===== src/rtl/wdg_pkg.sv =====
package wdg_pkg;
  localparam int NBYTES    = 3;
  localparam int ADDR_CTRL = 0;
  localparam int ADDR_UP   = 1;
  localparam int ADDR_MID  = 2;
  localparam int ADDR_LOW  = 3;

  typedef enum logic [2:0] {
    LK_IDLE,
    LK_KEY1,
    LK_OPEN,
    LK_MID,
    LK_LAST
  } lockState_t;

  typedef struct packed {
    logic [NBYTES-1:0] byteWr;
    logic              loadCount;
    logic              countStep;
  } dpStrobe_t;
endpackage


===== src/rtl/wdg_datapath.sv =====
module wdg_datapath
  import wdg_pkg::*;
#(
  parameter int BYTE_W = 8,
  parameter logic [NBYTES*BYTE_W-1:0] RELOAD_INIT = 'h000400
) (
  input  logic                     clk,
  input  logic                     rstN,
  input  dpStrobe_t                strb,
  input  logic [BYTE_W-1:0]        wdata,
  output logic [NBYTES*BYTE_W-1:0] reloadVal,
  output logic                     expire
);
  localparam int CNT_W = NBYTES * BYTE_W;

  logic [BYTE_W-1:0] relByte [NBYTES];
  logic [CNT_W-1:0]  cnt;
  logic              nearZero;

  for (genvar b = 0; b < NBYTES; b++) begin : g_rel
    always_ff @(posedge clk or negedge rstN) begin
      if (!rstN)               relByte[b] <= RELOAD_INIT[b*BYTE_W +: BYTE_W];
      else if (strb.byteWr[b]) relByte[b] <= wdata;
    end
    assign reloadVal[b*BYTE_W +: BYTE_W] = relByte[b];
  end

  assign nearZero = (cnt[CNT_W-1:1] == '0);
  assign expire   = strb.countStep && !strb.loadCount && nearZero;

  always_ff @(posedge clk or negedge rstN) begin
    if (!rstN)               cnt <= '0;
    else if (strb.loadCount) cnt <= reloadVal;
    else if (strb.countStep) cnt <= expire ? reloadVal : cnt - 1'b1;
  end

  AST_LOAD_TAKES_RELOAD: assert property (@(posedge clk) disable iff (!rstN)
    strb.loadCount |=> cnt == $past(reloadVal));
  AST_RELOAD_HELD: assert property (@(posedge clk) disable iff (!rstN)
    (strb.byteWr == '0) |=> $stable(reloadVal));
  AST_EXPIRE_RELOADS: assert property (@(posedge clk) disable iff (!rstN)
    expire |=> cnt == $past(reloadVal));
endmodule


===== src/rtl/wdg_ctrl.sv =====
module wdg_ctrl
  import wdg_pkg::*;
#(
  parameter int BYTE_W = 8,
  parameter int ADDR_W = 2,
  parameter logic [BYTE_W-1:0] KEY_A = 8'h55,
  parameter logic [BYTE_W-1:0] KEY_B = 8'hAA
) (
  input  logic                     clk,
  input  logic                     rstN,
  input  logic                     wrEn,
  input  logic                     rdEn,
  input  logic [ADDR_W-1:0]        addr,
  input  logic [BYTE_W-1:0]        wdata,
  input  logic                     tickEn,
  input  logic                     refresh,
  input  logic                     stopMode,
  input  logic                     expire,
  input  logic [NBYTES*BYTE_W-1:0] reloadVal,
  output dpStrobe_t                strb,
  output logic [BYTE_W-1:0]        rdata,
  output logic                     rstReq,
  output logic                     smrReq
);
  localparam logic [ADDR_W-1:0] A_CTRL = ADDR_W'(ADDR_CTRL);
  localparam logic [ADDR_W-1:0] A_UP   = ADDR_W'(ADDR_UP);
  localparam logic [ADDR_W-1:0] A_MID  = ADDR_W'(ADDR_MID);
  localparam logic [ADDR_W-1:0] A_LOW  = ADDR_W'(ADDR_LOW);

  lockState_t lockState, lockNext;
  logic enable, resetSel, wdtFlag, stopFlag;
  logic ctrlWr, isKey, keyStart, enRise, hit, clearRd;

  assign ctrlWr   = wrEn && (addr == A_CTRL);
  assign isKey    = (wdata == KEY_A) || (wdata == KEY_B);
  assign keyStart = ctrlWr && (wdata == KEY_A);
  assign enRise   = ctrlWr && !isKey && wdata[0] && !enable;
  assign clearRd  = rdEn && (addr == A_CTRL);
  assign hit      = expire && resetSel;

  // guard state machine: only writes move it
  always_comb begin
    lockNext = lockState;
    if (wrEn) begin
      if (keyStart) lockNext = LK_KEY1;
      else begin
        unique case (lockState)
          LK_KEY1: lockNext = (ctrlWr && wdata == KEY_B) ? LK_OPEN : LK_IDLE;
          LK_OPEN: lockNext = (addr == A_UP)  ? LK_MID  : LK_IDLE;
          LK_MID:  lockNext = (addr == A_MID) ? LK_LAST : LK_IDLE;
          default: lockNext = LK_IDLE;
        endcase
      end
    end
  end

  always_ff @(posedge clk or negedge rstN) begin
    if (!rstN) lockState <= LK_IDLE;
    else       lockState <= lockNext;
  end

  always_comb begin
    strb           = '0;
    strb.byteWr[2] = wrEn && (lockState == LK_OPEN) && (addr == A_UP);
    strb.byteWr[1] = wrEn && (lockState == LK_MID)  && (addr == A_MID);
    strb.byteWr[0] = wrEn && (lockState == LK_LAST) && (addr == A_LOW);
    strb.loadCount = enRise || (refresh && enable);
    strb.countStep = enable && tickEn;
  end

  always_ff @(posedge clk or negedge rstN) begin
    if (!rstN) begin
      enable   <= 1'b0;
      resetSel <= 1'b1;
    end else if (ctrlWr && !isKey) begin
      enable   <= wdata[0];
      resetSel <= wdata[1];
    end
  end

  always_ff @(posedge clk or negedge rstN) begin
    if (!rstN) begin
      wdtFlag  <= 1'b0;
      stopFlag <= 1'b0;
      rstReq   <= 1'b0;
      smrReq   <= 1'b0;
    end else begin
      rstReq <= hit && !stopMode;
      smrReq <= hit && stopMode;
      if (hit)          wdtFlag <= 1'b1;
      else if (clearRd) wdtFlag <= 1'b0;
      if (hit && stopMode) stopFlag <= 1'b1;
      else if (clearRd)    stopFlag <= 1'b0;
    end
  end

  always_comb begin
    rdata = '0;
    if (rdEn) begin
      if      (addr == A_CTRL) rdata = {wdtFlag, stopFlag, (BYTE_W-4)'(0), resetSel, enable};
      else if (addr == A_UP)   rdata = reloadVal[2*BYTE_W +: BYTE_W];
      else if (addr == A_MID)  rdata = reloadVal[BYTE_W +: BYTE_W];
      else if (addr == A_LOW)  rdata = reloadVal[0 +: BYTE_W];
    end
  end

  AST_KEY_KEEPS_CTRL: assert property (@(posedge clk) disable iff (!rstN)
    (ctrlWr && isKey) |=> ($stable(enable) && $stable(resetSel)));
  AST_SEQ_RELOCK: assert property (@(posedge clk) disable iff (!rstN)
    (lockState == LK_LAST && wrEn && !keyStart) |=> lockState == LK_IDLE);
  AST_REQ_EXCLUSIVE: assert property (@(posedge clk) disable iff (!rstN)
    !(rstReq && smrReq));
  AST_RST_FLAGGED: assert property (@(posedge clk) disable iff (!rstN)
    rstReq |-> wdtFlag);
  AST_SMR_FLAGGED: assert property (@(posedge clk) disable iff (!rstN)
    smrReq |-> (wdtFlag && stopFlag));
  AST_NO_REQ_UNSELECTED: assert property (@(posedge clk) disable iff (!rstN)
    (expire && !resetSel) |=> !(rstReq || smrReq));
endmodule


===== src/rtl/wdog_guard.sv =====
module wdog_guard
  import wdg_pkg::*;
#(
  parameter int BYTE_W = 8,
  parameter int ADDR_W = 2,
  parameter logic [BYTE_W-1:0] KEY_A = 8'h55,
  parameter logic [BYTE_W-1:0] KEY_B = 8'hAA,
  parameter logic [NBYTES*BYTE_W-1:0] RELOAD_INIT = 'h000400
) (
  input  logic              clk,
  input  logic              rstN,
  input  logic              wrEn,
  input  logic              rdEn,
  input  logic [ADDR_W-1:0] addr,
  input  logic [BYTE_W-1:0] wdata,
  output logic [BYTE_W-1:0] rdata,
  input  logic              tickEn,
  input  logic              refresh,
  input  logic              stopMode,
  output logic              rstReq,
  output logic              smrReq
);
  dpStrobe_t                strb;
  logic [NBYTES*BYTE_W-1:0] reloadVal;
  logic                     expire;

  wdg_ctrl #(.BYTE_W(BYTE_W), .ADDR_W(ADDR_W), .KEY_A(KEY_A), .KEY_B(KEY_B)) u_ctrl (
    .clk(clk), .rstN(rstN), .wrEn(wrEn), .rdEn(rdEn), .addr(addr), .wdata(wdata),
    .tickEn(tickEn), .refresh(refresh), .stopMode(stopMode), .expire(expire),
    .reloadVal(reloadVal), .strb(strb), .rdata(rdata), .rstReq(rstReq), .smrReq(smrReq)
  );

  wdg_datapath #(.BYTE_W(BYTE_W), .RELOAD_INIT(RELOAD_INIT)) u_dp (
    .clk(clk), .rstN(rstN), .strb(strb), .wdata(wdata),
    .reloadVal(reloadVal), .expire(expire)
  );
endmodule


===== config.mk =====
export PLATFORM = sky130hd
export DESIGN_NAME = wdog_guard
export DESIGN_NICKNAME = d
export VERILOG_FILES = /design/src/rtl/wdg_pkg.sv /design/src/rtl/wdg_datapath.sv /design/src/rtl/wdg_ctrl.sv /design/src/rtl/wdog_guard.sv
export SDC_FILE = /design/constraint.sdc
export NUM_CORES = 1
export LEC_CHECK = 0
export BUFFER_PORTS_ARGS = -buffer_cell sky130_fd_sc_hd__buf_4
export CAP_MARGIN = 20
export CORE_ASPECT_RATIO = 1.25
export CORE_MARGIN = 2
export CORE_UTILIZATION = 60
export DETAILED_ROUTE_END_ITERATION = 8
export HOLD_SLACK_MARGIN = 0.12
export PLACE_DENSITY = 0.81
export SETUP_SLACK_MARGIN = 0.02
export SKIP_CTS_REPAIR_TIMING = 1
export SYNTH_ARGS = -nofsm -noshare
export SYNTH_HDL_FRONTEND = slang
export SYNTH_SLANG_ARGS = --single-unit

===== constraint.sdc =====
create_clock -name clk -period 3 [get_ports clk]
set_input_delay 0.45 -clock clk [delete_from_list [all_inputs] [get_ports clk]]
set_output_delay 0.45 -clock clk [all_outputs]
set_load 0.03 [all_outputs]

==> results list, run 1 <==
- The run finished with clean final reports.
* Clock Latency Late Sink: between 0.3 and 0.4 ns
* Horizontal die dimension: 69.8 microns
- The routed design has 7920 microns of wire.
- Start-to-end type of the worst setup path: reg2reg
- The total area inside the core boundary comes to between 5000 and 6000 sq um.
- Overall routing resource usage: 28.0%
- FFs w/ async S/R, synth: 100%
- Biggest area contributors in the synthesized netlist: dfrtp_1, mux2_2, nand3_1, nand2_1, nand4_1
- Dividing total power by cell area gives a power density of approximately 560 nW/um^2.
- Pin count of the biggest net entering global routing: just under 60
- For this run the aggregate overflow at the end of global routing stands at 0.
- Cell type contributing the most total cell area after synthesis: dfrtp_1
- The signal on the critical path passes through nor4_4, nand4b_1, buf_4, o211a_1, o311ai_0, nand4_1.
- Hold Vio Cnt, Final: 0
- Most frequent standard cell in the layout excluding fill and tap cells: dfrtp_1
- Ratio of cells with drive above 1 in the final layout: between 20% and 30%
- Path category of the worst min-delay check: in2async
* Finished Core Util: 70.3%
* Pre-CTS setup slack: 0.636 ns
- The synthesized netlist contains between 50 and 60 unique library cells.
- The number of global-route vias before repair was approximately 2.6k.
- Post-synth EDFFs: 0
- The synthesized netlist devotes 10.1% of its cell area to compound gates.
- Max Fanout on Critical Path: 27
- In the synthesized netlist the dominant register cell turns out to be dfrtp_1.
* Top delay family on crit path: compound AO/OA/AOI/OAI gates
- Post-route DRC: 0
- Setup slack closes at between 0.6 and 0.7 ns.
- Yosys top cell area share: a little over two fifths
- Required @ worst endpoint: 3.21 ns
- Fmax: around 0.43 GHz
- GPL Wtd Cong: 0.869
- Setup repair after global routing missed its margin: no
- In this run the static leakage power is 1.55 nW.
- Register-to-Register Setup Slack: 0.66 ns
- Layout Skew: 0.00903 ns
* Final net count: 362
- Total Neg Setup Slack: 0 ns
- Endpoint of the worst setup timing path: u_dp.cnt[21]
* Cells on worst reg2reg path: 6
- Final setup violation count: 0
- CTS tree: yes
* Max Buffers Root-to-Sink: 2
- Setup crit start: u_dp.cnt[10]
- Routed len/inst: 19.3 microns
* Vert. Die Dim: 86.3 microns
- In this run the count of I/O pins placed on the die edge is 27.
- Summing the areas of all and, or, nand and nor instances in the mapped netlist gives 28.4% of the synthesized area.
* Worst r2r src: u_dp.cnt[10]
- TritonCTS Buffers: 9
* CP peak stage delay: a little under 0.6 ns
- Buffers plus inverters on the worst setup path: 1
- After detailed routing, the number of vias per cell comes to 6.65.
* Count of placed standard cells including taps: between 300 and 400
* Port bufs: 26
* CP max stage cell: o211a_1
- After technology mapping, the gate count stands at 320.
- Leading cell types in the layout, fill and taps excluded: dfrtp_1, nand3_1, nand2_1
- H-tree level count: 3
- Post-Syn Area per Cell: 10.2 sq um
- Data arrival time of the worst path: roughly 2.6 ns
- The tree built by TritonCTS fans out to 57 sinks.
- Subtracting the final worst setup slack from the clock period gives 2.34 ns.
* Initial antenna violation count: 0
* Layout area overhead: 11.6%
* Post-route worst hold slack: 0.138 ns
- HPWL reported at the end of detailed placement: between 5000 and 6000 microns
- Wire length of the first global-routing pass: between 10000 and 15000 microns
- Final Slew Violations: 0
- Detailed Routing Iterations Pass 1: 5
* Crit start category: flop
- After synthesis the netlist holds a flip-flop and latch count of 57.
* Floorplan die area: 6020 sq um
- In this run the core area contains 29 standard-cell rows.
- Dominant combinational cell family by area after synthesis: simple AND/OR/NAND/NOR gates
- The number of antenna diodes in the final layout is 0.
- Clock-pin slew was measured on the worst setup and hold paths at 0.07 ns.
- Yosys printed 0 warnings.
- The mapped netlist covers 3250 sq um.
* Post-Syn Nets: 338
- Adder-cell share of the synthesized area: less than 1%
- Starting Density: about 63%
- Reg-to-reg endpoint: u_dp.cnt[21]
* Pin slew with the least headroom to its limit: 0.878 ns
* Sequential area share after synthesis: between 40 and 50%
* Max-capacitance violation count: 0
- In this run the number of cells on the critical path is 6.
* Via Count: 2732
- Dividing the final minimum period by the clock period gives 77.9%.
- Peak supply drop: approximately 420 uV
- The tree is rooted in a clkbuf_8.
- The portion of synthesized area spent on multiplexers is 12.8%.
- Slew HR: 41.4%
* Number of standard cells in the layout, taps in and fillers out: 411
- Number of violations reported at the end of detailed-routing iteration 0: 280
* Critical path endpoint category: flop
* Share of the synthesized netlist area taken by xor and xnor gates: 0.270%
- Remaining antenna violation count: 0
[final cells by class]
class                           instances  area [sq um]
Multi-Input combinational cell        237          1690
Fill cell                             398          1530
Sequential cell                        57          1430
Timing Repair Buffer                   30           225
Clock buffer                           11           141
Tap cell                               62          77.6
Inverter                                9          33.8
Clock inverter                          5          32.5
[cell families (layout without fill, tap and decap cells)]
family | Yosys count | in the layout
and+or+nand+nor | 159 | 159
DFF | 57 | 57
AOI/OAI and AO/OA | 43 | 43
muxes | 33 | 33
buffers and inverters | 26 | 55
adders and majority gates | 1 | 1
xor gates and xnor gates | 1 | 1
[state kept, by name (all words and copies together) (netlist names)]
| register | flops |
|---|---|
| u_dp.cnt | 24 |
| u_ctrl.resetSel | 1 |
| u_ctrl.smrReq | 1 |
| u_ctrl.stopFlag | 1 |
| u_ctrl.enable | 1 |
| u_ctrl.rstReq | 1 |
| u_dp.reloadVal | 24 |
| u_ctrl.wdtFlag | 1 |
| u_ctrl.lockState | 3 |
[worst min path at each step]
stage | cells past startpoint | slack [ns] | start | end
2_1_floorplan | 0 | 0.15 | rstN | u_ctrl.enable
3_3_place_gp | 2 | 0.47 | u_ctrl.wdtFlag | u_ctrl.wdtFlag
5_1_grt | 1 | 0.23 | rstN | u_ctrl.smrReq
4_1_cts | 1 | 0.18 | rstN | u_dp.cnt[8]
6_report | 1 | 0.14 | rstN | u_dp.cnt[3]
3_5_place_dp | 2 | 0.48 | u_ctrl.wdtFlag | u_ctrl.wdtFlag
[synth_stat cells, types with 2 or more instances]
library cell	count
nor3_1	12
buf_2	5
a22oi_1	7
clkbuf_1	8
a31oi_1	2
nor2_1	8
dfstp_2	2
mux2_2	27
o21ai_1	5
nor2b_1	6
mux2i_1	2
nand4_1	19
a21oi_1	4
nand2_1	34
or2_2	2
and3_1	2
or4_1	8
nor4bb_1	3
dfrtp_1	55
inv_1	9
and2_1	5
mux4_2	4
o211ai_1	6
a221o_1	2
o311ai_0	3
nand4bb_1	2
o21ai_0	4
nand3_1	40
nor4_1	2
buf_6	4
nor3_2	2
nand4b_1	3
[metrics by stage]
step                power, W  area, sq um
detailed placement   0.00140         3450
floorplan            0.00128         3250
CTS                  0.00203         3620
finish               0.00204         3620
global placement     0.00138         3450
global route         0.00214         3620
[power by group]
part           total, W  switching [W]  leakage (nW)  internal [W]
sequential     0.000985       0.000124         0.710      0.000861
clock          0.000641       0.000323        0.0813      0.000318
combinational  0.000412       0.000249         0.763      0.000163
[worst register-to-register path: cells and delay by family (launching register included)]
kind,cells,cell delay [ns]
flops,1,0.43
buf+inv,1,0.20
simple gates,3,0.71
compound gates,2,0.87
[per-layer routing]
layer,up-vias,routed length (microns),GRT usage [%]
li1,1266,-,-
met1,1341,3320,36.2
met2,101,3900,45.0
met3,24,446,5.58
met4,0,252,14.5
met5,-,0,0
Note: power is estimated with default switching activity, not from simulation.
==> inputs of run 2 (changes only) <==
==> constraint.sdc (replaced) <==
create_clock -name clk -period 2.3 [get_ports clk]
set_input_delay 0.345 -clock clk [delete_from_list [all_inputs] [get_ports clk]]
set_output_delay 0.345 -clock clk [all_outputs]
set_load 0.03 [all_outputs]
==> run 2 against run 1 <==
- sequential cell count unchanged
- non-clock buffer count increased by 8
- highest routed layer unchanged
- largest power group unchanged
- sequential power increased by 31%
- global-route usage increased by 1.8 points
==> results list, run 2 (synthesized netlist as in run 1, its figures left out) <==
- Outcome: complete, no violations
- Number of inserted filler cells in the final layout: 366 (-8.0%)
- Ratio of routed vias to standard cells: 6.79 (+2.1%)
* Starting Density: 63.0% (unchanged)
- The area taken by multi-input logic gates was 1690 sq um (+0.37%).
- Clock Latency Late Sink: 0.35 ns (about the same)
* Final Slew Violations: 0 (unchanged)
- Post-place instance area: 3510 sq um (+1.7%)
- Critical path endpoint category: flop
- P_sw: 0.000903 W (+30%)
* Pin slew with the least headroom to its limit: 0.725 ns (-0.154 ns)
- The number of nets in the final layout came to 370 (+2.2%).
* Clk network pwr share: 37.4% (+6.0 points)
* Ratio of cells with drive above 1 in the final layout: 26.6% (+1.4 points)
- Final setup violation count: 0 (unchanged)
- The maximum fanout along the worst path is 5 (-81%).
- Compared with the post-synthesis result, the final layout area differs by 15.4%.
* Overall routing resource usage: 29.8% (+1.8 points)
* H-tree level count: 3 (unchanged)
* Slew HR: 51.7% (+10 points)
- The library cell used most frequently in the layout, excluding fill and tap cells, is dfrtp_1.
* Setup repair after global routing missed its margin: no
* Seq pwr share: 43.9% (-4.4 points)
* Top delay family on crit path: simple AND/OR/NAND/NOR gates
- Storage cell area: 1430 sq um (unchanged)
- The chip width was 69.8 microns (unchanged).
- The final worst clock skew came to 0.00667 ns (-0.00236 ns).
* Fmax: 0.482 GHz (+13%)
- Root buffer cell: clkbuf_8
* Period minus WS final: 2.07 ns (-0.262 ns)
* Port bufs: 26 (unchanged)
- Hold Vio Cnt, Final: 0 (unchanged)
* Count of placed standard cells including taps: 403 (+2.0%)
- Standard-cell row count: 29 (unchanged)
- For this design, the slowest cell found on the critical path is or3b_1.
* Data arrival time of the worst path: 2.36 ns (-0.19 ns)
- The iteration-0 DRC count of the detailed router was 313 (+12%).
- The number of max-capacitance violations reported is 0 (unchanged).
* GPL Wtd Cong: 0.911 (+4.8%)
- The largest voltage drop on the vdd net was 487 uV (+16%).
* CTS tree: yes
* Initial antenna violation count: 0 (unchanged)
* Portion of total power attributed to combinational logic: 18.8% (-1.4 points)
- Count of antenna diodes in the layout: 0 (unchanged)
- Clock tree sinks: 57 (unchanged)
- The area of the die is 6020 sq um (unchanged).
* Max Buffers Root-to-Sink: 2 (unchanged)
* Total power: 0.00295 W (+45%)
- The number of optimization iterations in the first detailed-route pass was 6 (+1).
* Leading cell types in the layout, fill and taps excluded: dfrtp_1, nand3_1, buf_4
- In this run the worst hold path is classified as in2async.
- The global route total overflow was 0 (unchanged).
- Post-route worst hold slack: 0.0480 ns (-0.0898 ns)
- The total buffers and inverters traversed by the critical path is 1 (unchanged).
* Post-route DRC: 0 (unchanged)
- Remaining antenna violation count: 0 (unchanged)
* Via count of the first global-routing pass: 2705 (+2.8%)
* Required @ worst endpoint: 2.59 ns (-0.62 ns)
- The largest stage delay on the critical path is 0.48 ns (-0.10 ns).
- Leak: 1.64 nW (+5.2%)
* Number of standard cells in the layout, taps in and fillers out: 419 (+1.9%)
* Crit start category: flop
- The critical path is of the reg2reg type.
* TritonCTS Buffers: 9 (unchanged)
- Via Count: 2843 (+4.1%)
* Final Cell Area: 3750 sq um (+3.5%)
* Cell-internal power: 0.00205 W (+53%)
* Vert. Die Dim: 86.3 microns (unchanged)
* Post-route fraction of the period consumed by the critical path: 90.2% (+12 points)
- Number of top-level pins: 27 (unchanged)
- HPWL reported at the end of detailed placement: 5710 microns (+5.9%)
- The wire length of the first global-routing pass came to 13900 microns (+6.4%).
- Core Box Area: 5150 sq um (unchanged)
- The total power density per cell area was 787 nW/um^2 (+40%).
- Pin count of the biggest net entering global routing: 58 (unchanged)
- The accumulated negative setup slack is 0 ns (unchanged).
- Total routed wirelength: 8210 microns (+3.7%)
* Routed len/inst: 19.6 microns (+1.7%)
- The register clock-pin slew on the reported worst setup and hold paths was 0.06 ns (about the same).
* Ordered list of cells on the worst path: nor3_2, buf_4, nand3_1, or3b_1, or4_1, nand4_1
* Switching power as a share of total power: 30.6% (-3.5 points)
-- run 2: cell count changes in the layout (fill, tap and decap cells not counted) --
cell,delta
buf_4,+8
clkinvlp_4,-3
bufinv_16,+2
clkbuf_8,+2
clkinv_2,-2
clkbuf_1,+1
nor3_2,-1
nor3_4,+1
-- run 2: cell type report --
cell class                      instances  area share (%)
Clock buffer                           14            4.60
Clock inverter                          2            1.60
Inverter                                9           0.901
Multi-Input combinational cell        237            45.1
Sequential cell                        57            38.1
Tap cell                               62            2.07
Timing Repair Buffer                   38            7.61
-- run 2: metrics by stage --
| stage | setup WS, ns | util [%] |
|---|---|---|
| 5_1_grt | 0.0559 | 72.8 |
| 6_report | 0.226 | 72.8 |
| 3_5_place_dp | 0.201 | 68.1 |
| 2_1_floorplan | 0.379 | - |
| 4_1_cts | 0.177 | 72.7 |
| 3_3_place_gp | 0.218 | 68.1 |
-- run 2: worst register-to-register path, delay by kind of cell (launching register included) --
| kind | cells | cell delay, ns |
|---|---|---|
| buffers and inverters | 1 | 0.17 |
| AND/OR/NAND/NOR | 5 | 1.40 |
| flip-flops | 1 | 0.43 |
-- run 2: path summary, 6_finish.rpt --
path / startpoint / end / slack [ns] / depth (start not counted)
max: u_dp.cnt[6] / u_dp.cnt[13] / 0.23 / 6
min: rstN / u_dp.cnt[11] / 0.05 / 1
max reg2reg: u_dp.cnt[6] / u_dp.cnt[13] / 0.23 / 6
min reg2reg: u_ctrl.stopFlag / u_ctrl.stopFlag / 0.49 / 2
max in group asynchronous: rstN / u_dp.cnt[21] / 1.77 / 1
min in group clk: stopMode / u_ctrl.rstReq / 0.14 / 2
-- run 2: power by group through the flow --
stage          logic, W  clock network [W]  registers, W
2_1_floorplan  0.000413                  0       0.00125
3_3_place_gp   0.000531                  0       0.00129
3_5_place_dp   0.000545                  0       0.00130
4_1_cts        0.000550            0.00111       0.00128
5_1_grt        0.000621            0.00115       0.00131
6_report       0.000554            0.00110       0.00129
-- run 2: per-layer routing --
metal,routed length (microns),share of wire (%),GRT usage [%]
met2,4140,50,48.6
met1,3350,41,39.3
met3,477,5.8,4.42
met5,0,0,0
met4,243,3.0,14.9
